`config.mk`:
```
export PLATFORM = sky130hd
export DESIGN_NAME = sprom_ctrl
export DESIGN_NICKNAME = d
export VERILOG_FILES = /design/src/rtl/sprom_pkg.sv /design/src/rtl/sprom_tick.sv /design/src/rtl/sprom_poll.sv /design/src/rtl/sprom_shreg.sv /design/src/rtl/sprom_ctrl.sv
export SDC_FILE = /design/constraint.sdc
export NUM_CORES = 1
export LEC_CHECK = 0
export CORE_UTILIZATION = 45
export CTS_BUF_LIST = sky130_fd_sc_hd__clkbuf_2 sky130_fd_sc_hd__clkbuf_4 sky130_fd_sc_hd__clkbuf_8
export CTS_CLUSTER_DIAMETER = 200
export DETAILED_ROUTE_END_ITERATION = 12
export GPL_TIMING_DRIVEN = 0
export PLACE_DENSITY_LB_ADDON = 0.2
export SYNTH_ARGS = -nofsm -noshare
export SYNTH_HDL_FRONTEND = slang
export SYNTH_HIERARCHICAL = 1
export SYNTH_SLANG_ARGS = --single-unit
```
`constraint.sdc`:
```
create_clock -name clk -period 2.79 [get_ports clk]
set_clock_uncertainty 0.15 [all_clocks]
set_input_delay 0.558 -clock clk [delete_from_list [all_inputs] [get_ports clk]]
set_output_delay 0.558 -clock clk [all_outputs]
set_load 0.01 [all_outputs]
```
`src/rtl/sprom_pkg.sv`:
```
package sprom_pkg;

    localparam int DW        = 16;
    localparam int AW_NARROW = 6;
    localparam int AW_WIDE   = 8;
    localparam int HDR_W     = 3;
    localparam int FW        = HDR_W + AW_WIDE + DW;
    localparam int CNT_W     = $clog2(FW + 1);

    typedef enum logic [1:0] {
        OP_READ  = 2'b00,
        OP_WREN  = 2'b01,
        OP_WRITE = 2'b10,
        OP_ERASE = 2'b11
    } op_e;

    typedef enum logic [2:0] {
        ST_IDLE,
        ST_LOW,
        ST_HIGH,
        ST_GAP,
        ST_POLL,
        ST_FIN
    } st_e;

    typedef struct packed {
        op_e                 op;
        logic [AW_WIDE-1:0]  addr;
        logic [DW-1:0]       data;
        logic                wide;
    } req_t;

    function automatic logic [1:0] opcode(op_e op);
        case (op)
            OP_READ:  return 2'b10;
            OP_WREN:  return 2'b00;
            OP_WRITE: return 2'b01;
            default:  return 2'b11;
        endcase
    endfunction

    function automatic logic is_prog(op_e op);
        return (op == OP_WRITE) || (op == OP_ERASE);
    endfunction

    function automatic logic has_data(op_e op);
        return (op == OP_WRITE) || (op == OP_READ);
    endfunction

    // Left-aligned frame: header, address, then the data word for writes.
    function automatic logic [FW-1:0] build_frame(req_t r);
        logic [FW-1:0]      f;
        logic [AW_WIDE-1:0] a;
        a = (r.op == OP_WREN) ? {AW_WIDE{1'b1}} : r.addr;
        f = '0;
        f[FW-1 -: HDR_W] = {1'b1, opcode(r.op)};
        if (r.wide) begin
            f[FW-1-HDR_W -: AW_WIDE] = a;
            if (r.op == OP_WRITE)
                f[FW-1-HDR_W-AW_WIDE -: DW] = r.data;
        end else begin
            f[FW-1-HDR_W -: AW_NARROW] = a[AW_NARROW-1:0];
            if (r.op == OP_WRITE)
                f[FW-1-HDR_W-AW_NARROW -: DW] = r.data;
        end
        return f;
    endfunction

    function automatic logic [CNT_W-1:0] frame_len(req_t r);
        int n;
        n = HDR_W + (r.wide ? AW_WIDE : AW_NARROW) + (has_data(r.op) ? DW : 0);
        return CNT_W'(n);
    endfunction

endpackage

```
`src/rtl/sprom_tick.sv`:
```
module sprom_tick #(
    parameter int PHASE_CYC = 50
) (
    input  logic clk,
    input  logic rst,
    input  logic en,
    output logic tick
);
    localparam int CW = $clog2(PHASE_CYC);
    localparam logic [CW-1:0] LAST = CW'(PHASE_CYC - 1);

    logic [CW-1:0] cnt;

    always_ff @(posedge clk) begin
        if (rst || !en)
            cnt <= '0;
        else if (cnt == LAST)
            cnt <= '0;
        else
            cnt <= cnt + 1'b1;
    end

    assign tick = en && (cnt == LAST);
endmodule

```
`src/rtl/sprom_poll.sv`:
```
module sprom_poll #(
    parameter int POLL_CYC = 500000,
    parameter int POLL_MAX = 10
) (
    input  logic clk,
    input  logic rst,
    input  logic run,
    input  logic miso,
    output logic ready,
    output logic expired
);
    localparam int TW = $clog2(POLL_CYC);
    localparam int NW = $clog2(POLL_MAX + 1);
    localparam logic [TW-1:0] T_LAST = TW'(POLL_CYC - 1);
    localparam logic [NW-1:0] N_LAST = NW'(POLL_MAX - 1);

    logic [TW-1:0] tmr;
    logic [NW-1:0] nchk;
    logic          slot;

    assign slot = run && (tmr == T_LAST);

    always_ff @(posedge clk) begin
        if (rst || !run) begin
            tmr  <= '0;
            nchk <= '0;
        end else if (slot) begin
            tmr  <= '0;
            nchk <= nchk + 1'b1;
        end else begin
            tmr <= tmr + 1'b1;
        end
    end

    assign ready   = slot && miso;
    assign expired = slot && !miso && (nchk == N_LAST);
endmodule

```
`src/rtl/sprom_shreg.sv`:
```
module sprom_shreg #(
    parameter int FW = 27,
    parameter int DW = 16
) (
    input  logic          clk,
    input  logic          rst,
    input  logic          load,
    input  logic [FW-1:0] frame,
    input  logic          shift,
    input  logic          cap,
    input  logic          sin,
    output logic          sout,
    output logic [DW-1:0] word
);
    logic [FW-1:0] sr;

    always_ff @(posedge clk) begin
        if (rst) begin
            sr   <= '0;
            word <= '0;
        end else begin
            if (load)
                sr <= frame;
            else if (shift)
                sr <= {sr[FW-2:0], 1'b0};
            if (cap)
                word <= {word[DW-2:0], sin};
        end
    end

    assign sout = sr[FW-1];
endmodule

```
`src/rtl/sprom_ctrl.sv`:
```
module sprom_ctrl
    import sprom_pkg::*;
#(
    parameter int PHASE_CYC = 50,
    parameter int POLL_CYC  = 500000,
    parameter int POLL_MAX  = 10
) (
    input  logic               clk,
    input  logic               rst,
    input  logic               req_valid,
    input  logic [1:0]         req_op,
    input  logic [AW_WIDE-1:0] req_addr,
    input  logic [DW-1:0]      req_wdata,
    input  logic               addr_wide,
    output logic               req_ack,
    output logic               busy,
    output logic               done,
    output logic               timeout,
    output logic [DW-1:0]      rdata,
    output logic               rom_sel,
    output logic               rom_sclk,
    output logic               rom_mosi,
    input  logic               rom_miso
);
    st_e              st;
    op_e              cur_op;
    logic [CNT_W-1:0] left;
    req_t             in_req;
    logic             accept;
    logic             tick;
    logic             tick_en;
    logic             p_run, p_ready, p_expired;
    logic             shift, cap, sout;

    always_comb begin
        in_req.op   = op_e'(req_op);
        in_req.addr = req_addr;
        in_req.data = req_wdata;
        in_req.wide = addr_wide;
    end

    assign accept  = (st == ST_IDLE) && req_valid;
    assign req_ack = accept;
    assign busy    = (st != ST_IDLE);

    assign tick_en = (st == ST_LOW) || (st == ST_HIGH) || (st == ST_GAP) || (st == ST_FIN);
    assign p_run   = (st == ST_POLL);
    assign shift   = (st == ST_HIGH) && tick;
    assign cap     = shift && (cur_op == OP_READ) && (left <= CNT_W'(DW));

    sprom_tick #(.PHASE_CYC(PHASE_CYC)) i_tick (
        .clk  (clk),
        .rst  (rst),
        .en   (tick_en),
        .tick (tick)
    );

    sprom_poll #(.POLL_CYC(POLL_CYC), .POLL_MAX(POLL_MAX)) i_poll (
        .clk     (clk),
        .rst     (rst),
        .run     (p_run),
        .miso    (rom_miso),
        .ready   (p_ready),
        .expired (p_expired)
    );

    sprom_shreg #(.FW(FW), .DW(DW)) i_shreg (
        .clk   (clk),
        .rst   (rst),
        .load  (accept),
        .frame (build_frame(in_req)),
        .shift (shift),
        .cap   (cap),
        .sin   (rom_miso),
        .sout  (sout),
        .word  (rdata)
    );

    always_ff @(posedge clk) begin
        if (rst) begin
            st      <= ST_IDLE;
            cur_op  <= OP_READ;
            left    <= '0;
            done    <= 1'b0;
            timeout <= 1'b0;
        end else begin
            done <= 1'b0;
            case (st)
                ST_IDLE: begin
                    if (accept) begin
                        cur_op  <= in_req.op;
                        left    <= frame_len(in_req);
                        timeout <= 1'b0;
                        st      <= ST_LOW;
                    end
                end
                ST_LOW: begin
                    if (tick)
                        st <= ST_HIGH;
                end
                ST_HIGH: begin
                    if (tick) begin
                        left <= left - 1'b1;
                        if (left == CNT_W'(1))
                            st <= is_prog(cur_op) ? ST_GAP : ST_FIN;
                        else
                            st <= ST_LOW;
                    end
                end
                ST_GAP: begin
                    if (tick)
                        st <= ST_POLL;
                end
                ST_POLL: begin
                    if (p_ready) begin
                        st <= ST_FIN;
                    end else if (p_expired) begin
                        timeout <= 1'b1;
                        st      <= ST_FIN;
                    end
                end
                ST_FIN: begin
                    if (tick) begin
                        st   <= ST_IDLE;
                        done <= 1'b1;
                    end
                end
                default: st <= ST_IDLE;
            endcase
        end
    end

    assign rom_sel  = (st == ST_LOW) || (st == ST_HIGH) || (st == ST_POLL);
    assign rom_sclk = (st == ST_HIGH);
    assign rom_mosi = ((st == ST_LOW) || (st == ST_HIGH)) && sout;
endmodule

```
==> results.tsv <==
metric	value	unit
R2R Setup Slk	0.19	ns
post-DP HPWL	6810	um
placed cell area	5100	um^2
Post-DRT Antenna Nets	0	
Yosys reg bits	84	
crit path kind	reg -> out	
nets	588	
CTS tree	yes	
most numerous cell in the Yosys netlist	dfxtp_1	
Layout Utilization	0.573	
uppermost layer routed	met4	
vias per inst	5.33	
CP endpoint kind	primary output	
worst reg2reg path depth	11	
WHS Endpoint	i_tick/cnt[0]	
Root Buffer	clkbuf_8	
clk_lat worst skew	0.36	ns
sequential fraction of the synthesis area	0.381	
first-pass GRT wire length	16200	um
Area growth, synth to finish	21.6	%
Cells after Synth	480	
Pins Over Slew Limit	0	
Place WS	-0.637	ns
crit share post-route	0.951	
Slew HR	0.653	
Worst Max-Slew Pin Slew	0.513	ns
Hold Crit Depth	1	
pwr dens	440	nW/um^2
post-synthesis area per instance	9.20	um^2
leading area contributor after synthesis	dfxtp_1	
met2 WL post-DR	4440	um
startpoint types	flip-flop	
Longest Clk Path Bufs	2	
largest net degree at the start of global routing	17	
Final setup viols	0	
distinct cell type count after synthesis	56	
P_leak	1.88	nW
Post-synth ARST share	0	
M1 WL	4730	um
Period minus WS final	2.65	ns
Chip Width	101	um
Crit path max-delay family	buffers and inverters	
Placed Cells	661	
Port-buffer cells	52	
core area	9370	um^2
Req. time, crit path	2.08	ns
Crit path arrival time	1.94	ns
Final Hold Fails	0	
most frequent cells after synthesis	84 x dfxtp_1, 60 x mux2i_1, 47 x nor2b_1	
max incr delay on CP	0.56	ns
Congestion Overflow GR	0	
Worst R2R Start	st[1]	
Global Route Usage Sum	0.199	
count of clock tree sinks	84	
io pins	54	
vias in the first global route	3541	
HP Class	reg -> reg	
Yosys top cell area share	0.381	
cts bufs inserted	9	
CP Cell Sequence	clkbuf_2 > nand2_1 > o22ai_1 > clkdlybuf4s50_1	
clock transition at the registers of the reported paths	0.09	ns
die height	101	um
critical path fanouts, max	10	
htree depth	3	
worst path bufs/invs	2	
Routed WL per cell	14.3	um
Iter 0 DRT Violations	108	
main area contributors after synthesis	dfxtp_1 38%, mux2i_1 14%, nor2b_1 6.7%	
final instance area	5370	um^2
max_cap viols	0	
antenna violations before repair	0	
Final GP Congestion	0.873	
Pre-antenna DRT Iters	4	
slowest CP cell	clkdlybuf4s50_1	
row count	35	
WL final	9700	um
routed vias	3619	
most common flop cell mapped by yosys	dfxtp_1	
Die Area	10200	um^2
DRC violations left	0	
RSZ-0062 raised after global routing	false	
share of post-route cells with drive strength above 1	0.107	
# diodes	0	
Ys Warns	6	
hold wc startpoint	i_tick/cnt[0]	
VDD IR max	0.000248	V
number of flops mapped to enable cells by yosys	0	
fmax	377	MHz
WL met3	396	um
Final Non-Filler Cells	679	
outcome	finished, final reports clean	
r2r endpoint	i_shreg/word[6]	
Final WS setup	0.138	ns
Post-Syn Area	4410	um^2
starting density of the core	0.471	
Mapped Nets	523	
power breakdown:
| part | switching, mW | internal (mW) | leakage, nW |
|---|---|---|---|
| combinational | 0.142 | 0.141 | 1.11 |
| clock | 0.476 | 0.336 | 0.0881 |
| sequential | 0.0281 | 1.24 | 0.684 |
| total | 0.646 | 1.71 | 1.88 |
layout by cell type, fill, tap and decap left out, drive strengths merged, types with 3 or more instances in the layout:
master	Yosys	final
dfxtp	84	84
mux2i	60	60
clkdlybuf4s50	0	52
nor2b	47	47
nor2	46	46
a211oi	29	29
inv	20	23
buf	20	22
clkbuf	13	22
a21oi	18	18
nand2	17	17
ha	12	12
xor2	12	12
nand3	12	12
nor3	7	7
o21ai	7	7
and3	6	6
a211o	6	6
nand4	6	6
o31ai	6	6
or4	6	6
nor4b	5	5
xnor2	4	4
or3	4	4
and4	3	3
or2	3	3
flip-flops by register name (all words and copies together) (netlist names):
register and cells:
done 1, i_shreg/word 16, left 5, st 3, i_poll/nchk 4, timeout 1
cur_op 2, i_shreg/sr 27, i_poll/tmr 19, i_tick/cnt 6
timing repair:
action	in CTS	in global routing
pin swaps	1	0
buffers inserted	2	0
hold buffers	0	0
setup endpoints to repair	37	22
hold endpoints to repair	0	0
gates resized for setup	9	4
worst max path at each step:
stage                from          endpoint  slack [ns]  depth (start not counted)
global placement    st[1]   i_shreg/word[9]       -0.55                         11
finish              st[2]           rom_sel        0.14                          4
CTS                 st[1]           rom_sel         0.1                          5
global route        st[2]           rom_sel      0.0003                          4
floorplan           st[1]  i_shreg/word[10]        0.13                         11
detailed placement  st[1]   i_shreg/word[3]       -0.64                         11
layout make-up:
class | instances | area [um^2]
well taps | 129 | 161
multi-input cells | 343 | 2520
plain buffers | 33 | 206
clock inverters | 7 | 57.6
flip-flops and latches | 84 | 1680
repair buffers | 54 | 536
inverters | 20 | 75.1
clock buffers | 9 | 124
fillers | 887 | 4000
per-layer routing:
| metal | vias to the layer above | GRT usage |
|---|---|---|
| met5 | - | 0 |
| met4 | 0 | 0.0713 |
| met3 | 10 | 0.0451 |
| met2 | 64 | 0.323 |
| met1 | 1721 | 0.260 |
| li1 | 1824 | - |
stage by stage:
step           power, mW  hold WS [ns]  setup TNS (ns)
2_1_floorplan       1.46         0.288               0
3_3_place_gp        1.56         0.308          -10.32
3_5_place_dp        1.56         0.316          -11.82
4_1_cts             2.38         0.339               0
5_1_grt             2.47         0.360               0
6_report            2.36         0.330               0
worst reg2reg max path: cells and delay by family (launching register included):
kind	cells	cell delay [ns]
compound gates	1	0.26
mux	2	0.45
flops	1	0.37
buf+inv	5	0.83
simple gates	3	0.42
logic make-up after synthesis:
group	share of synthesized area
AO/OA/AOI/OAI	0.126
XOR/XNOR	0.0317
adder cells (fa/ha/maj)	0.0340
buffers and inverters	0.0621
flip-flops	0.381
multiplexers	0.141
other	0.000850
AND/OR/NAND/NOR	0.223
Power figures use the tool's default switching activity.
